**src/rtl/cmp_pin_pkg.sv**
```systemverilog
package cmp_pin_pkg;
  localparam int CH_NUM = 8;

  typedef enum logic [1:0] {
    ACT_OFF = 2'b00,
    ACT_TGL = 2'b01,
    ACT_CLR = 2'b10,
    ACT_SET = 2'b11
  } act_e;

  typedef enum logic [1:0] {
    RS_ACT_HI = 2'd0,
    RS_ACT_LO = 2'd1,
    RS_ARM    = 2'd2,
    RS_MASK   = 2'd3
  } regSel_e;

  typedef struct packed {
    logic [CH_NUM-1:0] setCh;
    logic [CH_NUM-1:0] clrCh;
    logic [CH_NUM-1:0] tglCh;
  } strobe_t;
endpackage

```
**src/rtl/cmp_pin_ctrl.sv**
```systemverilog
module cmp_pin_ctrl
  import cmp_pin_pkg::*;
(
  input  logic              clk,
  input  logic              rstN,
  input  logic              tickEn,
  input  logic              regWrEn,
  input  logic [1:0]        regAddr,
  input  logic [CH_NUM-1:0] regWrData,
  output logic [CH_NUM-1:0] regRdData,
  input  logic [CH_NUM-1:0] eqVec,
  output strobe_t           strobe,
  output logic [CH_NUM-1:0] pinOe,
  output logic [CH_NUM-1:0] maskOut,
  output logic [1:0]        pacFree
);
  localparam int ACT_W = 2 * CH_NUM;

  logic [ACT_W-1:0]  actReg;
  logic [CH_NUM-1:0] armReg;
  logic [CH_NUM-1:0] maskReg;
  logic [CH_NUM-1:0] setV, clrV, tglV;

  always_ff @(posedge clk) begin
    if (!rstN) begin
      actReg  <= '0;
      armReg  <= '0;
      maskReg <= '0;
    end else if (regWrEn) begin
      case (regSel_e'(regAddr))
        RS_ACT_HI: actReg[ACT_W-1:CH_NUM] <= regWrData;
        RS_ACT_LO: actReg[CH_NUM-1:0]     <= regWrData;
        RS_ARM:    armReg                 <= regWrData;
        default:   maskReg                <= regWrData;
      endcase
    end
  end

  always_comb begin
    case (regSel_e'(regAddr))
      RS_ACT_HI: regRdData = actReg[ACT_W-1:CH_NUM];
      RS_ACT_LO: regRdData = actReg[CH_NUM-1:0];
      RS_ARM:    regRdData = armReg;
      default:   regRdData = maskReg;
    endcase
  end

  for (genvar n = 0; n < CH_NUM; n++) begin : g_ch
    act_e code;
    logic evt;
    assign code     = act_e'(actReg[2*n+1:2*n]);
    assign evt      = eqVec[n] && tickEn && armReg[n] && !maskReg[n];
    assign setV[n]  = evt && (code == ACT_SET);
    assign clrV[n]  = evt && (code == ACT_CLR);
    assign tglV[n]  = evt && (code == ACT_TGL);
    assign pinOe[n] = (code != ACT_OFF) && !maskReg[n];
  end

  assign strobe  = '{setCh: setV, clrCh: clrV, tglCh: tglV};
  assign maskOut = maskReg;

  assign pacFree[1] = !armReg[CH_NUM-1] && (actReg[ACT_W-1 -: 2] == ACT_OFF) && !maskReg[CH_NUM-1];
  assign pacFree[0] = !armReg[0] && (actReg[1:0] == ACT_OFF) && !maskReg[0];

  AST_MASK_WRITE: assert property (@(posedge clk) disable iff (!rstN)
    (regWrEn && regAddr == RS_MASK) |=> maskOut == $past(regWrData)) else $error("mask write");
endmodule

```
**src/rtl/cmp_pin_dp.sv**
```systemverilog
module cmp_pin_dp
  import cmp_pin_pkg::*;
#(
  parameter int CNT_W = 16
) (
  input  logic                      clk,
  input  logic                      rstN,
  input  logic                      tickEn,
  input  logic                      cmpWrEn,
  input  logic [$clog2(CH_NUM)-1:0] cmpSel,
  input  logic [CNT_W-1:0]          cmpData,
  input  strobe_t                   strobe,
  output logic [CNT_W-1:0]          cntVal,
  output logic [CH_NUM-1:0]         eqVec,
  output logic [CH_NUM-1:0]         pinOut
);
  logic [CNT_W-1:0] cmpReg [CH_NUM];

  always_ff @(posedge clk) begin
    if (!rstN)       cntVal <= '0;
    else if (tickEn) cntVal <= cntVal + 1'b1;
  end

  always_ff @(posedge clk) begin
    if (!rstN) begin
      for (int i = 0; i < CH_NUM; i++) cmpReg[i] <= '0;
    end else if (cmpWrEn) begin
      cmpReg[cmpSel] <= cmpData;
    end
  end

  for (genvar n = 0; n < CH_NUM; n++) begin : g_lat
    assign eqVec[n] = (cntVal == cmpReg[n]);

    always_ff @(posedge clk) begin
      if (!rstN)                 pinOut[n] <= 1'b0;
      else if (strobe.setCh[n])  pinOut[n] <= 1'b1;
      else if (strobe.clrCh[n])  pinOut[n] <= 1'b0;
      else if (strobe.tglCh[n])  pinOut[n] <= !pinOut[n];
    end

    AST_SET_HIGH: assert property (@(posedge clk) disable iff (!rstN)
      strobe.setCh[n] |=> pinOut[n]) else $error("set");
    AST_CLR_LOW: assert property (@(posedge clk) disable iff (!rstN)
      strobe.clrCh[n] |=> !pinOut[n]) else $error("clear");
    AST_TGL_FLIP: assert property (@(posedge clk) disable iff (!rstN)
      strobe.tglCh[n] |=> pinOut[n] != $past(pinOut[n])) else $error("toggle");
    AST_LAT_HOLD: assert property (@(posedge clk) disable iff (!rstN)
      !(strobe.setCh[n] || strobe.clrCh[n] || strobe.tglCh[n]) |=> $stable(pinOut[n])) else $error("hold");
    AST_STROBE_EXCL: assert property (@(posedge clk) disable iff (!rstN)
      $onehot0({strobe.setCh[n], strobe.clrCh[n], strobe.tglCh[n]})) else $error("excl");
  end

  AST_CNT_STEP: assert property (@(posedge clk) disable iff (!rstN)
    tickEn |=> cntVal == $past(cntVal) + 1'b1) else $error("step");
  AST_CNT_HOLD: assert property (@(posedge clk) disable iff (!rstN)
    !tickEn |=> $stable(cntVal)) else $error("hold count");
endmodule

```
**src/rtl/cmp_pin_unit.sv**
```systemverilog
module cmp_pin_unit
  import cmp_pin_pkg::*;
#(
  parameter int CNT_W = 16
) (
  input  logic                      clk,
  input  logic                      rstN,
  input  logic                      tickEn,
  input  logic                      regWrEn,
  input  logic [1:0]                regAddr,
  input  logic [CH_NUM-1:0]         regWrData,
  output logic [CH_NUM-1:0]         regRdData,
  input  logic                      cmpWrEn,
  input  logic [$clog2(CH_NUM)-1:0] cmpSel,
  input  logic [CNT_W-1:0]          cmpData,
  output logic [CNT_W-1:0]          cntVal,
  output logic [CH_NUM-1:0]         pinOut,
  output logic [CH_NUM-1:0]         pinOe,
  output logic [CH_NUM-1:0]         maskOut,
  output logic [1:0]                pacFree
);
  strobe_t           strobe;
  logic [CH_NUM-1:0] eqVec;

  cmp_pin_ctrl uCtrl (
    .clk       (clk),
    .rstN      (rstN),
    .tickEn    (tickEn),
    .regWrEn   (regWrEn),
    .regAddr   (regAddr),
    .regWrData (regWrData),
    .regRdData (regRdData),
    .eqVec     (eqVec),
    .strobe    (strobe),
    .pinOe     (pinOe),
    .maskOut   (maskOut),
    .pacFree   (pacFree)
  );

  cmp_pin_dp #(.CNT_W(CNT_W)) uDp (
    .clk     (clk),
    .rstN    (rstN),
    .tickEn  (tickEn),
    .cmpWrEn (cmpWrEn),
    .cmpSel  (cmpSel),
    .cmpData (cmpData),
    .strobe  (strobe),
    .cntVal  (cntVal),
    .eqVec   (eqVec),
    .pinOut  (pinOut)
  );
endmodule

```
**config.mk**
```make
export PLATFORM = sky130hd
export DESIGN_NAME = cmp_pin_unit
export DESIGN_NICKNAME = d
export VERILOG_FILES = /design/src/rtl/cmp_pin_pkg.sv /design/src/rtl/cmp_pin_ctrl.sv /design/src/rtl/cmp_pin_dp.sv /design/src/rtl/cmp_pin_unit.sv
export SDC_FILE = /design/constraint.sdc
export NUM_CORES = 1
export LEC_CHECK = 0
export ABC_CLOCK_PERIOD_IN_PS = 4350
export CAP_MARGIN = 10
export CORE_MARGIN = 2
export CORE_UTILIZATION = 35
export DETAILED_ROUTE_END_ITERATION = 16
export GPL_ROUTABILITY_DRIVEN = 0
export GPL_TIMING_DRIVEN = 0
export PLACE_DENSITY = 0.5
export SYNTH_ARGS = -nofsm -noshare
export SYNTH_HDL_FRONTEND = slang
export SYNTH_SLANG_ARGS = --single-unit
export TNS_END_PERCENT = 1
```
**constraint.sdc**
```tcl
create_clock -name clk -period 4.35 [get_ports clk]
set_input_delay 0.87 -clock clk [delete_from_list [all_inputs] [get_ports clk]]
set_output_delay 0.87 -clock clk [all_outputs]
set_load 0.02 [all_outputs]
```
==> summary.md <==
| Metric | Value |
|---|---|
| Grt ovf | `0` |
| Fin. max-slew vios | `0` |
| Number of global-route vias before repair | `5965` |
| Post-Synthesis Cells | `740` |
| Post-DP HPWL | `18730 um` |
| Area delta synth->final | `21.37%` |
| Antenna diodes | `0` |
| RSZ-0062 raised after global routing | `false` |
| Sw power | `911.4 uW` |
| Comb pwr share | `8.5%` |
| Chip width | `162.7 um` |
| Post-CTS Setup Inserts | `0` |
| # clock sinks | `184` |
| Setup TNS | `0 ns` |
| Boundary Pins | `84` |
| FF+latch count, synth | `184` |
| Critical Path, Cell by Cell | `clkdlybuf4s50_1 > buf_2 > mux4_2 > clkdlybuf4s50_1` |
| Worst Hold Slack | `0.5116 ns` |
| Worst EP arrival | `2.80 ns` |
| Worst skew pair latency | `0.44 ns` |
| CTS tree | `built` |
| Hold worst-path end | `uDp.pinOut[5]` |
| Final Util | `42.87%` |
| Share of cells above drive strength 1 | `6.985%` |
| Cells after DPL | `1158` |
| Post-route antenna net violation count | `0` |
| Reg power frac | `50.7%` |
| Post-synth ARST share | `0%` |
| Leak Pwr | `4.111 nW` |
| Hold-fix buffers, CTS | `0` |
| Synthesized area | `0.008817 mm2` |
| R2R Path End | `uDp.pinOut[3]` |
| Fillers | `2401` |
| Fin crit share | `84.45%` |
| Vias | `5986` |
| Hold Startpoint | `uDp.pinOut[5]` |
| R2R Setup Slk | `1.79 ns` |
| DR WL/cell | `22.63 um` |
| DRT Pass-1 Iters | `4` |
| Commonest cells after routing, fill and taps aside | `and2_1 (129), edfxtp_1 (128), xor2_1 (105)` |
| Syn Area/Cell | `11.92 um2` |
| IO buf count | `82` |
| Worst path max stage delay | `0.56 ns` |
| H-tree level count | `4` |
| Min-Delay Path Depth | `2` |
| Net Count, Synth | `775` |
| Worst path most repeated cell | `clkdlybuf4s50_1` |
| Status | `completed` |
| CP max-delay cell | `mux4_2` |
| # DRC | `0` |
| Clock network power share | `40.9%` |
| Post-synthesis sequential area ratio | `56.31%` |
| Int Power | `3.056 mW` |
| Drt via density | `5.034` |
| Final Non-Filler Cells | `1189` |
| Detailed Route Iter0 Violations | `516` |
| Slew HR | `36.97%` |
| Post-synth EDFFs | `128` |
| Endpoints failing setup | `0` |
| Switching Fraction | `22.97%` |
| Dominant synthesized flop cell | `edfxtp_1` |
| Worst Setup Start Kind | `input pin` |
| Final wirelength | `26910 um` |
| Bufs and invs on worst path | `3` |
| Initial core utilization | `35.32%` |
| First-pass GRT wire length | `39190 um` |
| Multi-input gate area | `0.003638 mm2` |
| Setup CP Type | `in -> out` |
| DIE AREA | `0.02648 mm2` |
| Fin. Hold Viols | `0` |
| R2r worst-path depth | `6` |
| Overall Power | `3.967 mW` |
| Worst Hold Class | `reg -> reg` |
| Critical Path RT | `3.48 ns` |
| Number of max-cap violations | `0` |
| RR Startpoint | `uDp.cntVal[13]` |
| Post-cts repair resize count | `0` |
| Setup Skew | `0.01347 ns` |
| Layout Nets | `882` |
| VDD IR-drop max | `206.5 uV` |
| CP Max Fanout | `10` |
| Clock buffer depth | `2` |
| CP Capture Type | `primary output` |
| Largest net degree at the start of global routing | `17` |
| Root buffer selected by CTS | `clkbuf_16` |
| Pwr Density | `370.7 mW/mm2` |
| CP top delay family | `buffers and inverters` |
| Seq. cell area | `0.004965 mm2` |
| Synth unique cells | `37` |
| Slew @ Worst Pin | `0.9368 ns` |
| Max Freq | `272.2 MHz` |
| Num CTS Buffers | `17` |
| Initial antenna violation count | `1` |
| Core area | `0.02496 mm2` |
| Commonest non-fill, non-tap cell in the layout | `and2_1` |
| YS warnings | `0` |
| Min Tclk post-route | `3.674 ns` |
| Total GRT Usage | `20.86%` |
| Site Rows | `58` |
| CTS clk-pin slew, worst paths | `0.07 ns` |
| Die Y | `162.7 um` |
-- area by class of cell --
cell class | instances | area share (%)
flip-flops and latches | 184 | 46.39
inverters | 4 | 0.1403
well taps | 330 | 3.858
clock inverters | 9 | 1.403
multi-input cells | 515 | 34.00
repair buffers | 88 | 8.196
clock buffers | 22 | 4.151
plain buffers | 37 | 1.859
-- kinds of logic after synthesis --
| family | share of synthesized area, % |
|---|---|
| AND/OR/NAND/NOR | 19.20 |
| flip-flops | 56.31 |
| XOR/XNOR | 14.11 |
| buffers and inverters | 2.427 |
| multiplexers | 5.790 |
| AO/OA/AOI/OAI | 2.029 |
| adder cells (fa/ha/maj) | 0.1419 |
-- state kept, by name, summed over array words and instances, names as in the netlist --
| signal | flops |
|---|---|
| uCtrl.actReg | 16 |
| uDp.pinOut | 8 |
| uDp.cntVal | 16 |
| uCtrl.maskOut | 8 |
| uCtrl.armReg | 8 |
| uDp.cmpReg | 128 |
-- layer usage --
metal | vias to the layer above | GRT usage [%] | share of wire, %
li1 | 2784 | - | -
met1 | 2982 | 29.53 | 46
met2 | 190 | 33.71 | 46
met3 | 30 | 2.878 | 5.6
met4 | 0 | 5.511 | 1.5
met5 | - | 0 | 0
-- worst register-to-register path: cells and delay by family, from the launching register on --
family / cells / cell delay [ns]
buf+inv: 1 / 0.40
simple gates: 2 / 0.86
flops: 1 / 0.41
compound gates: 2 / 0.64
xor+xnor: 1 / 0.13
-- metrics by stage --
stage,setup WS [ns],instance area [um2]
final,0.6764,10700
after global routing,0.5685,10700
after CTS,0.6454,10700
after detailed placement,0.6542,10110
after global placement,0.4732,10050
after floorplan,1.504,8817
-- power groups by stage --
stage / Combinational (mW) / Clock [mW] / Sequential [mW]
3_5_place_dp: 0.338 / 0 / 2.05
6_report: 0.335 / 1.62 / 2.01
2_1_floorplan: 0.176 / 0 / 2.04
3_3_place_gp: 0.328 / 0 / 2.05
4_1_cts: 0.339 / 1.64 / 2.01
5_1_grt: 0.362 / 1.70 / 2.02
-- Yosys cell counts, types with 3 or more instances --
master	instances	area share, %
and2_1	129	9.2
edfxtp_1	128	44
xor2_1	105	10
nor2_1	67	2.9
dfxtp_1	56	13
xnor2_1	37	3.7
mux2i_1	33	3.7
nor4_1	25	1.8
nand2_1	17	0.72
nand4_1	17	1.2
clkbuf_1	15	0.64
nand3_1	14	0.79
nor3_1	13	0.74
buf_2	12	0.68
mux4_2	8	2.0
o31a_1	8	0.79
o21ai_0	7	0.40
and3_1	6	0.43
buf_4	4	0.34
buf_6	4	0.51
inv_1	4	0.17
nand2b_1	4	0.28
nand3b_1	4	0.34
nor4b_1	3	0.30
-- how the worst max path moves through the flow --
| stage | endpoint | depth (start not counted) | slack (ns) | startpoint |
|---|---|---|---|---|
| floorplan | uDp.cmpReg[2][0] | 3 | 1.50 | rstN |
| global placement | uDp.cmpReg[5][11] | 3 | 0.47 | cmpWrEn |
| detailed placement | regRdData[6] | 4 | 0.65 | regAddr[0] |
| CTS | regRdData[6] | 4 | 0.65 | regAddr[0] |
| global route | regRdData[7] | 4 | 0.57 | regAddr[0] |
| finish | regRdData[6] | 4 | 0.68 | regAddr[0] |
Power figures use the tool's default switching activity.
